==> config.mk <==
export PLATFORM = sky130hd
export DESIGN_NAME = rsz_phase_seq
export DESIGN_NICKNAME = d
export VERILOG_FILES = /design/src/rtl/rsz_pkg.sv /design/src/rtl/rsz_gcd.sv /design/src/rtl/rsz_div.sv /design/src/rtl/rsz_phase_seq.sv
export SDC_FILE = /design/constraint.sdc
export NUM_CORES = 1
export LEC_CHECK = 0
export BUFFER_PORTS_ARGS = -buffer_cell sky130_fd_sc_hd__buf_2
export CAP_MARGIN = 15
export CELL_PAD_IN_SITES_DETAIL_PLACEMENT = 1
export CELL_PAD_IN_SITES_GLOBAL_PLACEMENT = 1
export CORE_ASPECT_RATIO = 2
export CORE_MARGIN = 5
export CORE_UTILIZATION = 51
export CTS_CLUSTER_SIZE = 25
export DETAILED_ROUTE_END_ITERATION = 10
export PLACE_DENSITY_LB_ADDON = 0.1
export SETUP_SLACK_MARGIN = 0.3
export SYNTH_ARGS = -nofsm -noshare
export SYNTH_HDL_FRONTEND = slang
export SYNTH_SLANG_ARGS = --single-unit
export TNS_END_PERCENT = 30
==> constraint.sdc <==
create_clock -name clk -period 14.1 [get_ports clk]
set_input_delay 0 -clock clk [delete_from_list [all_inputs] [get_ports clk]]
set_output_delay 0 -clock clk [all_outputs]
set_load 0.05 [all_outputs]
==> src/rtl/rsz_pkg.sv <==
package rsz_pkg;

  typedef enum logic [1:0] {
    MODE_SHRINK = 2'd0,
    MODE_WHOLE  = 2'd1,
    MODE_FRAC   = 2'd2
  } rsz_mode_e;

  typedef enum logic [3:0] {
    S_IDLE, S_CHK, S_GCD, S_TEST, S_DN, S_DD, S_CLASS,
    S_MARK, S_DSI, S_PREP, S_FW, S_DW, S_DO, S_OUT
  } rsz_state_e;

endpackage

==> src/rtl/rsz_gcd.sv <==
module rsz_gcd #(
  parameter int W = 12
) (
  input  logic         clk,
  input  logic         rst,
  input  logic         go,
  input  logic [W-1:0] a_in,
  input  logic [W-1:0] b_in,
  output logic         done,
  output logic [W-1:0] g
);
  logic [W-1:0] a_r, b_r;
  logic         run;

  always_ff @(posedge clk) begin
    if (rst) begin
      a_r  <= '0;
      b_r  <= '0;
      run  <= 1'b0;
      done <= 1'b0;
    end else begin
      done <= 1'b0;
      if (go) begin
        a_r <= a_in;
        b_r <= b_in;
        run <= 1'b1;
      end else if (run) begin
        if (a_r == b_r) begin
          run  <= 1'b0;
          done <= 1'b1;
        end else if (a_r > b_r) begin
          a_r <= a_r - b_r;
        end else begin
          b_r <= b_r - a_r;
        end
      end
    end
  end

  assign g = a_r;
endmodule

==> src/rtl/rsz_div.sv <==
module rsz_div #(
  parameter int W = 23
) (
  input  logic         clk,
  input  logic         rst,
  input  logic         go,
  input  logic [W-1:0] dvd,
  input  logic [W-1:0] dvs,
  output logic         done,
  output logic [W-1:0] quo,
  output logic [W-1:0] rem
);
  localparam int CW = $clog2(W + 1);

  logic [W-1:0]  dvs_r;
  logic [CW-1:0] cnt;
  logic          run;
  logic [W:0]    trial;
  logic [W:0]    diff;

  assign trial = {rem, quo[W-1]};
  assign diff  = trial - {1'b0, dvs_r};

  always_ff @(posedge clk) begin
    if (rst) begin
      quo   <= '0;
      rem   <= '0;
      dvs_r <= '0;
      cnt   <= '0;
      run   <= 1'b0;
      done  <= 1'b0;
    end else begin
      done <= 1'b0;
      if (go) begin
        quo   <= dvd;
        rem   <= '0;
        dvs_r <= dvs;
        cnt   <= CW'(W);
        run   <= 1'b1;
      end else if (run) begin
        if (diff[W]) begin
          rem <= trial[W-1:0];
          quo <= {quo[W-2:0], 1'b0};
        end else begin
          rem <= diff[W-1:0];
          quo <= {quo[W-2:0], 1'b1};
        end
        cnt <= cnt - 1'b1;
        if (cnt == CW'(1)) begin
          run  <= 1'b0;
          done <= 1'b1;
        end
      end
    end
  end
endmodule

==> src/rtl/rsz_phase_seq.sv <==
module rsz_phase_seq
  import rsz_pkg::*;
#(
  parameter int LW      = 12,
  parameter int WSHIFT  = 9,
  parameter int TBL_MAX = 31,
  localparam int WW     = WSHIFT + 1,
  localparam int IW     = $clog2(TBL_MAX)
) (
  input  logic          clk,
  input  logic          rst,
  input  logic          start_i,
  input  logic [LW-1:0] out_len_i,
  input  logic [LW-1:0] in_len_i,
  input  logic [LW-1:0] max_len_i,
  output logic          busy_o,
  output logic          done_o,
  output logic          err_o,
  output logic          rsz_en_o,
  output logic [LW-1:0] num_o,
  output logic [LW-1:0] den_o,
  output logic [IW-1:0] tbl_idx_o,
  output logic          ent_valid_o,
  input  logic          ent_ready_i,
  output logic          ent_mark_o,
  output logic [WW-1:0] ent_wt_o,
  output logic [LW-1:0] ent_step_o
);
  localparam int DW = LW + WSHIFT + 2;
  localparam int PW = LW + $clog2(TBL_MAX + 1);
  localparam logic [WW-1:0] W_ONE = WW'(1) << WSHIFT;

  rsz_state_e st;
  rsz_mode_e  mode_r;

  logic [LW-1:0] num_r, den_r, max_r, g_r, cnt_r;
  logic [LW:0]   acc_r;
  logic [LW+1:0] r_r;

  logic          gcd_go, gcd_done;
  logic [LW-1:0] gcd_g;
  logic          div_go, div_done;
  logic [DW-1:0] div_a, div_b, div_q, div_rem;

  logic [PW-1:0] lim;
  logic [LW+1:0] fsum;
  logic [DW-1:0] two_num;
  logic          last_slot;

  assign lim       = PW'(TBL_MAX) * PW'(g_r);
  assign fsum      = (LW+2)'(acc_r) + (LW+2)'(den_r);
  assign two_num   = DW'(num_r) << 1;
  assign last_slot = (cnt_r == num_r - 1'b1);

  rsz_gcd #(.W(LW)) u_gcd (
    .clk(clk), .rst(rst), .go(gcd_go), .a_in(num_r), .b_in(den_r),
    .done(gcd_done), .g(gcd_g)
  );

  rsz_div #(.W(DW)) u_div (
    .clk(clk), .rst(rst), .go(div_go), .dvd(div_a), .dvs(div_b),
    .done(div_done), .quo(div_q), .rem(div_rem)
  );

  assign busy_o = (st != S_IDLE);
  assign num_o  = num_r;
  assign den_o  = den_r;

  always_ff @(posedge clk) begin
    if (rst) begin
      st          <= S_IDLE;
      mode_r      <= MODE_FRAC;
      num_r       <= '0;
      den_r       <= '0;
      max_r       <= '0;
      g_r         <= '0;
      cnt_r       <= '0;
      acc_r       <= '0;
      r_r         <= '0;
      gcd_go      <= 1'b0;
      div_go      <= 1'b0;
      div_a       <= '0;
      div_b       <= '0;
      done_o      <= 1'b0;
      err_o       <= 1'b0;
      rsz_en_o    <= 1'b0;
      tbl_idx_o   <= '0;
      ent_valid_o <= 1'b0;
      ent_mark_o  <= 1'b0;
      ent_wt_o    <= '0;
      ent_step_o  <= '0;
    end else begin
      done_o <= 1'b0;
      gcd_go <= 1'b0;
      div_go <= 1'b0;
      case (st)
        S_IDLE: begin
          if (start_i) begin
            num_r     <= out_len_i;
            den_r     <= in_len_i;
            max_r     <= max_len_i;
            err_o     <= 1'b0;
            rsz_en_o  <= 1'b0;
            tbl_idx_o <= '0;
            st        <= S_CHK;
          end
        end
        S_CHK: begin
          if (num_r == '0 || den_r == '0 || num_r > max_r) begin
            err_o  <= 1'b1;
            done_o <= 1'b1;
            st     <= S_IDLE;
          end else begin
            gcd_go <= 1'b1;
            st     <= S_GCD;
          end
        end
        S_GCD: begin
          if (gcd_done) begin
            g_r <= gcd_g;
            st  <= S_TEST;
          end
        end
        S_TEST: begin
          if (PW'(num_r) > lim) begin
            num_r <= num_r + 1'b1;
            st    <= S_CHK;
          end else begin
            div_a  <= DW'(num_r);
            div_b  <= DW'(g_r);
            div_go <= 1'b1;
            st     <= S_DN;
          end
        end
        S_DN: begin
          if (div_done) begin
            num_r  <= div_q[LW-1:0];
            div_a  <= DW'(den_r);
            div_b  <= DW'(g_r);
            div_go <= 1'b1;
            st     <= S_DD;
          end
        end
        S_DD: begin
          if (div_done) begin
            den_r <= div_q[LW-1:0];
            st    <= S_CLASS;
          end
        end
        S_CLASS: begin
          if (num_r == LW'(1) && den_r == LW'(1)) begin
            done_o <= 1'b1;
            st     <= S_IDLE;
          end else begin
            rsz_en_o    <= 1'b1;
            tbl_idx_o   <= IW'(num_r - 1'b1);
            if (den_r > num_r)        mode_r <= MODE_SHRINK;
            else if (den_r == LW'(1)) mode_r <= MODE_WHOLE;
            else                      mode_r <= MODE_FRAC;
            acc_r       <= '0;
            cnt_r       <= '0;
            ent_valid_o <= 1'b1;
            ent_mark_o  <= 1'b1;
            ent_wt_o    <= '1;
            ent_step_o  <= '1;
            st          <= S_MARK;
          end
        end
        S_MARK: begin
          if (ent_ready_i) begin
            ent_valid_o <= 1'b0;
            ent_mark_o  <= 1'b0;
            if (mode_r == MODE_SHRINK) begin
              div_a  <= DW'(den_r - num_r);
              div_b  <= two_num;
              div_go <= 1'b1;
              st     <= S_DSI;
            end else begin
              st <= S_PREP;
            end
          end
        end
        S_DSI: begin
          if (div_done) begin
            r_r <= div_rem[LW+1:0];
            st  <= S_PREP;
          end
        end
        S_PREP: begin
          case (mode_r)
            MODE_WHOLE: begin
              ent_wt_o    <= W_ONE;
              ent_step_o  <= LW'(last_slot);
              ent_valid_o <= 1'b1;
              st          <= S_OUT;
            end
            MODE_SHRINK: begin
              div_a  <= DW'(r_r) << WSHIFT;
              div_b  <= two_num;
              div_go <= 1'b1;
              st     <= S_DW;
            end
            default: begin
              div_a  <= DW'(acc_r) << WSHIFT;
              div_b  <= DW'(num_r);
              div_go <= 1'b1;
              st     <= S_FW;
            end
          endcase
        end
        S_FW: begin
          if (div_done) begin
            ent_wt_o <= W_ONE - div_q[WW-1:0];
            if (fsum >= (LW+2)'(num_r)) begin
              ent_step_o <= LW'(1);
              acc_r      <= (LW+1)'(fsum - (LW+2)'(num_r));
            end else begin
              ent_step_o <= '0;
              acc_r      <= (LW+1)'(fsum);
            end
            ent_valid_o <= 1'b1;
            st          <= S_OUT;
          end
        end
        S_DW: begin
          if (div_done) begin
            ent_wt_o <= W_ONE - div_q[WW-1:0];
            div_a    <= DW'(r_r) + (DW'(den_r) << 1);
            div_b    <= two_num;
            div_go   <= 1'b1;
            st       <= S_DO;
          end
        end
        S_DO: begin
          if (div_done) begin
            ent_step_o  <= div_q[LW-1:0];
            r_r         <= div_rem[LW+1:0];
            ent_valid_o <= 1'b1;
            st          <= S_OUT;
          end
        end
        S_OUT: begin
          if (ent_ready_i) begin
            ent_valid_o <= 1'b0;
            cnt_r       <= cnt_r + 1'b1;
            if (last_slot) begin
              done_o <= 1'b1;
              st     <= S_IDLE;
            end else begin
              st <= S_PREP;
            end
          end
        end
        default: st <= S_IDLE;
      endcase
    end
  end
endmodule

After elaboration in Yosys (flattened, before gate mapping)
Cells that the tools add are included.
Operators by class
  $add $sub $neg: 12
  multipliers: 1
  divide/modulo/power cells: 0
  $lt $le $gt $ge: 5
  eq/ne operators: 41
  shift-type cells: 0
  multiplexer cells: 101
  bitwise logic cells: 4
  reductions and logical operators: 49
Operator list (number)
  2-to-1 mux 23 bit: 13
  one-hot mux 23 bit (5 select lines): 2
  2-to-1 mux 12 bit: 17
  one-hot mux 23 bit (2 select lines): 2
  one-hot mux 4 bit (13 select lines): 1
  one-hot mux 12 bit (2 select lines): 2
  one-hot mux 12 bit (4 select lines): 1
  2-to-1 mux 4 bit: 10
  2-to-1 mux 13 bit: 3
  > comparator 12 bit: 3
  one-hot mux 12 bit (3 select lines): 1
  2-to-1 mux 10 bit: 3
  one-hot mux 10 bit (3 select lines): 1
  2-to-1 mux 1 bit: 27
  one-hot mux 13 bit (2 select lines): 1
  adder 12 x 1 -> 12 bit (second input constant): 2
  == test 12 x 1 -> 1 bit (second input constant): 2
  == test 12 bit: 2
  == test 4 bit (second input constant): 6
  logical NOT 12 bit: 2
  != test 2 bit (second input constant): 12
  AND reduction 3 bit: 8
  subtractor 12 bit: 2
  subtractor 24 x 23 -> 24 bit: 1
  other kinds (40): 89
Storage, ports and cells
  flip-flop bits (word level): 275
  bits in latches: 0
  memory bits (writable): 0
  bits in read-only memories: 0
  input bits: 40
  output and inout port bits: 57
  word-level logic and storage cells: 245
  memories: 0

Logic depth before layout (Yosys ltp)
  word-level depth: 5
  mapped depth: 23
  depth with buffers taken out: 22

Hierarchy
Synthesis repeated with hierarchy kept, for this count alone.
Second synthesis, totals
  cells, all modules: 2485
  area total of the unflattened synthesis: 19842.8 µm²
Modules (own cells, without submodules)
  rsz_phase_seq: times used 1, cells each 1643, area an instance 13086.3 µm², seq. area each 3263.1 µm²
  rsz_div: times used 1, cells each 534, area an instance 4403.0 µm², seq. area each 1521.5 µm²
  rsz_gcd: times used 1, cells each 308, area an instance 2353.5 µm², seq. area each 520.5 µm²

Worst setup path after synthesis
No wires, ideal clock.
  path type: reg2reg
  start: reg g_r[5]
  end: reg num_r[4] (netlist: num_o[4])
  setup time: 137 ps
  data arrival time: 5040 ps
  data required time: 13963 ps
  path slack: 8922 ps
  stages on the path, launching flop included: 23
  buffers on the path: 1
  clock period less this slack: 5178 ps
  path through: dfxtp_1 > inv_1 > fa_1 > inv_1 > fa_1 > inv_1 > fa_1 > inv_1 > ha_1 > a21o_1 > or3_1 > o21ai_2 > xor2_1 > ha_1 > o21ai_0 > nor2_1 > o32a_1 > o2111ai_1 > a2111oi_4 > a31oi_2 > buf_4 > nor2_1 > a211oi_2
Between the ends
  cells in the longest elaborated chain, start to end: 4
RTL lines
  start, declared: line rsz_phase_seq.sv:36  | logic [LW-1:0] num_r, den_r, max_r, g_r, cnt_r;
  start signal, assigned: line rsz_phase_seq.sv:120  | g_r <= gcd_g;
  multiplier 5 x 12 -> 17 bit: line rsz_phase_seq.sv:50  | assign lim = PW'(TBL_MAX) * PW'(g_r);
  > comparator 12 x 17 -> 1 bit: line rsz_phase_seq.sv:125  | if (PW'(num_r) > lim) begin
  != test 2 bit (no source line)
  AND reduction 4 bit (no source line)
  end signal, assigned: line rsz_phase_seq.sv:99  | num_r <= out_len_i;
  end signal, assigned: line rsz_phase_seq.sv:126  | num_r <= num_r + 1'b1;
  end signal, assigned: line rsz_phase_seq.sv:137  | num_r <= div_q[LW-1:0];
  end, declared: line rsz_phase_seq.sv:36
No other way between the ends.
A chain may end at the register's enable or synchronous reset.

Final worst setup path
  start: reg g_r[5]
  end: reg div_a[16]
Between the ends
  cells in the longest elaborated chain, start to end: 4
RTL lines
  multiplier 5 x 12 -> 17 bit: line rsz_phase_seq.sv:50
  > comparator 12 x 17 -> 1 bit: line rsz_phase_seq.sv:125
  != test 2 bit (no source line)
  AND reduction 7 bit (no source line)
  end signal, assigned: line rsz_phase_seq.sv:129  | div_a <= DW'(num_r);
  end signal, assigned: line rsz_phase_seq.sv:138  | div_a <= DW'(den_r);
  end signal, assigned: line rsz_phase_seq.sv:174  | div_a <= DW'(den_r - num_r);
  end, declared: line rsz_phase_seq.sv:43  | logic [DW-1:0] div_a, div_b, div_q, div_rem;
No other way between the ends.

==> results list <==
* Antenna cells: 0
- Max FO, Critical Path: 51
- The run finished with clean final reports.
- Critical path launch point: g_r[5]$_SDFFE_PP0P_
- Cell row count: 98
- Setup repair after global routing left no endpoint under its margin.
* Area added between synthesis and finish: 12.26%
- H-tree Lvls: 1
- Number of warnings issued by yosys: 0
- Effective utilization at floorplan: 0.5146
* Register area share after synthesis: 0.2770
* Final worst slack: 7512 ps
- Buffers inserted to repair hold after CTS numbered 49.
- Walking the worst path, the cells encountered are inv_1 -> fa_1 -> inv_1 -> fa_1 -> inv_1 -> fa_1 -> inv_1 -> ha_1 -> a21o_1 -> or3_1 -> o21ai_2 -> xor2_1 -> ha_1 -> o21ai_0 -> nor2_1 -> o32a_1 -> o2111ai_1 -> a2111oi_4 -> a31oi_4 -> buf_4 -> nor2_1 -> o2bb2ai_1.
- Detail Placement HPWL: 53.03 mm
* Critical path start-end classification: reg -> reg
* Number of iterations in the first detailed-routing pass: 5
* Number of nets at the end of the flow: 2,611
- The count of pins over their slew limit was 0.
* Total die area: 40,260 µm²
- The slowest stage of the critical path belongs to the cell sky130_fd_sc_hd__nor2_1.
- Predominant post-synthesis flop cell: sky130_fd_sc_hd__dfxtp_1
- IR analysis of the VDD net gives a maximum drop of 225.3 µV.
- Hold_sp: out_len_i[10]
- The routed layout has 18,350 vias.
- Data on the critical path arrives at its endpoint at 7050 ps.
- Worst-case headroom to the max-slew limit: 0.1996
- Die Span Y: 278.8 µm
* Finish-stage setup viols: 0
- Die W: 144.4 µm
- Number of top-level design ports: 97
- Maxcap violations: 0
- The tightest min-delay check is of the in -> reg type.
- Fin Clk Skew: 13.62 ps
* Peak Freq: 151.8 MHz
- Count of state elements after synthesis: 255
* Residual DRC: 0
- Transition time at the pin with the least slew margin: 1196 ps
- Total track usage: 0.3464
- Once the clock tree was built, the setup fixing pass inserted 0 buffers.
- Clock tree synthesis inserted a total of 26 buffers.
- Areal power density over the cells: 199.0 nW/µm²
* Number of flops mapped to enable cells by yosys: 0
- On the worst path, the slowest cell contributes a delay of 690 ps.
- After clock tree synthesis, the clock-pin slew on the worst setup and hold paths is 80 ps.
- Subtracting the final worst setup slack from the clock period gives 6588 ps.
* Global-route wire length before repair: 109.0 mm
- Setup total negative slack on the finished layout was measured at 0 ps.
- Vias in the first global route: 19,560
- Mapped cell area: 18,430 µm²
- Clock tree synthesis selected as its root buffer the cell sky130_fd_sc_hd__clkbuf_16.
- Total length of routed wires: 71.49 mm
* Maximum number of pins on one net before global-route repair: 76
* DRC marker count from the first detailed-route iteration: 1,210
* Global-route congestion overflow total: 0
- The number of gates resized after CTS was 0.
* R2R Path Start: g_r[5]$_SDFFE_PP0P_
- Broken down by cell family, the worst path's largest delay share belongs to adder cells.
- TritonCTS built the clock tree.
- The number of buffers and inverters on the critical path is 5.
- Mean Syn Cell Area: 7.977 µm²
* Final critical-path share of the clock period: 0.4672
- Of the cells placed in the final design, the portion with a size suffix greater than 1 is 0.09652.
- Leak pwr: 8.499 nW
- The core region is 35,800 µm².
- The count of nets left with antenna violations once routing finished came out at 0.
- Clock sink count: 255
- The longest clock path from root to sink contains 3 buffers.
- The count of buffers added on input and output ports is 96.
- Number of unique standard cell types used by synthesis: 93
- Number of failing hold endpoints at the final stage: 0
* Cell occurring most often along the worst timing path: sky130_fd_sc_hd__inv_1
* Worst setup timing slack at the placement stage: 7598 ps
* Async set or reset register ratio after synthesis: 0
- Clock network latency to the later pin of the worst-skew pair: 560 ps
- Data required time of the critical path: 14,560 ps
* Post-DR vias/cell: 6.408
- Endpoint class of the critical path: flip-flop
- Final weighted congestion in routability-driven placement: 0.9605
- Dividing the detail-routed wire length by the instance count gives 24.96 µm.
- The worst setup path is launched from a flip-flop.
- Post-Synthesis Net Count: 2,526
- The cell count after synthesis came out at 2,310.
* Initial antenna violation count: 0
-- where the power goes --
group	internal, W	switching (W)	leakage [nW]	total, W
clock	0.000439	0.000318	0.439	0.000757
combinational	0.000871	0.00159	6.00	0.00246
sequential	0.000806	0.0000898	2.06	0.000895
-- sequential cells by signal (all words and copies together), names as in the netlist, 13 cells and up --
signal       cells
div_b           13
div_a           23
acc_r           13
u_div.rem       23
r_r             14
u_div.dvs_r     13
u_div.quo       23
-- cells in the mapped netlist (36+ instances only) --
cell type | instances | share of area
sky130_fd_sc_hd__nor2_1 | 291 | 0.059
sky130_fd_sc_hd__dfxtp_1 | 255 | 0.28
sky130_fd_sc_hd__a21oi_1 | 192 | 0.052
sky130_fd_sc_hd__nand2_1 | 184 | 0.037
sky130_fd_sc_hd__inv_1 | 162 | 0.033
sky130_fd_sc_hd__ha_1 | 140 | 0.095
sky130_fd_sc_hd__clkbuf_1 | 92 | 0.019
sky130_fd_sc_hd__mux2i_1 | 90 | 0.049
sky130_fd_sc_hd__o21ai_0 | 80 | 0.022
sky130_fd_sc_hd__xnor2_1 | 77 | 0.037
sky130_fd_sc_hd__a211oi_1 | 65 | 0.026
sky130_fd_sc_hd__nor3_1 | 63 | 0.017
sky130_fd_sc_hd__nand3_1 | 46 | 0.012
sky130_fd_sc_hd__xor2_1 | 41 | 0.019
sky130_fd_sc_hd__fa_1 | 36 | 0.039
-- through the flow --
step | total power [W] | cells | hold WS [ps] | util | area (µm²)
3_3_place_gp | 0.003194 | 2768 | 259.0 | 0.5386 | 19280
3_5_place_dp | 0.003282 | 2768 | 262.7 | 0.5386 | 19280
2_1_floorplan | 0.002576 | 2310 | 136.0 | - | 18430
4_1_cts | 0.004069 | 2864 | 10.27 | 0.5778 | 20690
5_1_grt | 0.004321 | 2864 | 64.16 | 0.5778 | 20690
6_report | 0.004117 | 2864 | 43.95 | 0.5778 | 20690
-- worst register-to-register path, cell delays in order, from the launching register on --
cell and delay (ps):
sky130_fd_sc_hd__dfxtp_1 420, sky130_fd_sc_hd__inv_1 180, sky130_fd_sc_hd__fa_1 560, sky130_fd_sc_hd__inv_1 60
sky130_fd_sc_hd__fa_1 500, sky130_fd_sc_hd__inv_1 50, sky130_fd_sc_hd__fa_1 500, sky130_fd_sc_hd__inv_1 40
sky130_fd_sc_hd__ha_1 380, sky130_fd_sc_hd__a21o_1 250, sky130_fd_sc_hd__or3_1 360, sky130_fd_sc_hd__o21ai_2 230
sky130_fd_sc_hd__xor2_1 240, sky130_fd_sc_hd__ha_1 240, sky130_fd_sc_hd__o21ai_0 100, sky130_fd_sc_hd__nor2_1 110
sky130_fd_sc_hd__o32a_1 170, sky130_fd_sc_hd__o2111ai_1 150, sky130_fd_sc_hd__a2111oi_4 570, sky130_fd_sc_hd__a31oi_4 130
sky130_fd_sc_hd__buf_4 340, sky130_fd_sc_hd__nor2_1 710, sky130_fd_sc_hd__o2bb2ai_1 200
-- cell families (layout without fill, tap and decap cells) --
kind of cell | after synthesis | in the layout | synth area share
buffers and inverters | 294 | 398 | 0.06288
XOR/XNOR | 118 | 118 | 0.05609
AO/OA/AOI/OAI | 622 | 622 | 0.2299
AND/OR/NAND/NOR | 750 | 750 | 0.1880
adder cells (fa/ha/maj) | 176 | 176 | 0.1342
flip-flops | 255 | 255 | 0.2770
multiplexers | 95 | 95 | 0.05194
-- metal layers --
metal  share of wire  global-route usage  routed length (µm)  up-vias
li1                -                   -                   -     8353
met1            0.34              0.3457               24400     9084
met2            0.52              0.6361               37380      603
met3           0.046             0.04662                3298      312
met4           0.090              0.2502                6405        0
met5               0                   0                   0        -
-- placed cells by master, fill, tap and decap left out, drive strengths merged, types with 22 or more instances in the layout --
master | synthesis | final
a21o | 25 | 25
dfxtp | 255 | 255
nand2 | 185 | 185
fa | 36 | 36
a211oi | 83 | 83
inv | 163 | 163
nor2b | 23 | 23
mux2i | 90 | 90
xnor2 | 77 | 77
a31oi | 22 | 22
xor2 | 41 | 41
nor2 | 291 | 291
ha | 140 | 140
o21a | 30 | 30
nand3 | 46 | 46
a21oi | 193 | 193
o21ai | 106 | 106
dlygate4sd3 | 0 | 49
clkbuf | 92 | 33
buf | 37 | 137
nor3 | 63 | 63
-- final timing paths --
path,depth (start not counted),to,slack (ps)
worst min-delay path,5,num_o[10]$_SDFFE_PP0P_,40
worst max register to register,22,div_a[16]$_SDFFE_PP0P_,7510
worst max-delay path,22,div_a[16]$_SDFFE_PP0P_,7510
worst min register to register,2,tbl_idx_o[3]$_SDFFE_PP0P_,480
-- final cells by class --
class / count / area (µm²)
Inverter: 165 / 619.3
Clock buffer: 33 / 728.2
Clock inverter: 14 / 183.9
Timing Repair Buffer: 186 / 1285
Sequential cell: 255 / 5107
Fill cell: 4420 / 15120
Multi-Input combinational cell: 1761 / 12200
Tap cell: 450 / 563.0
(Power assumes the default switching activity.)
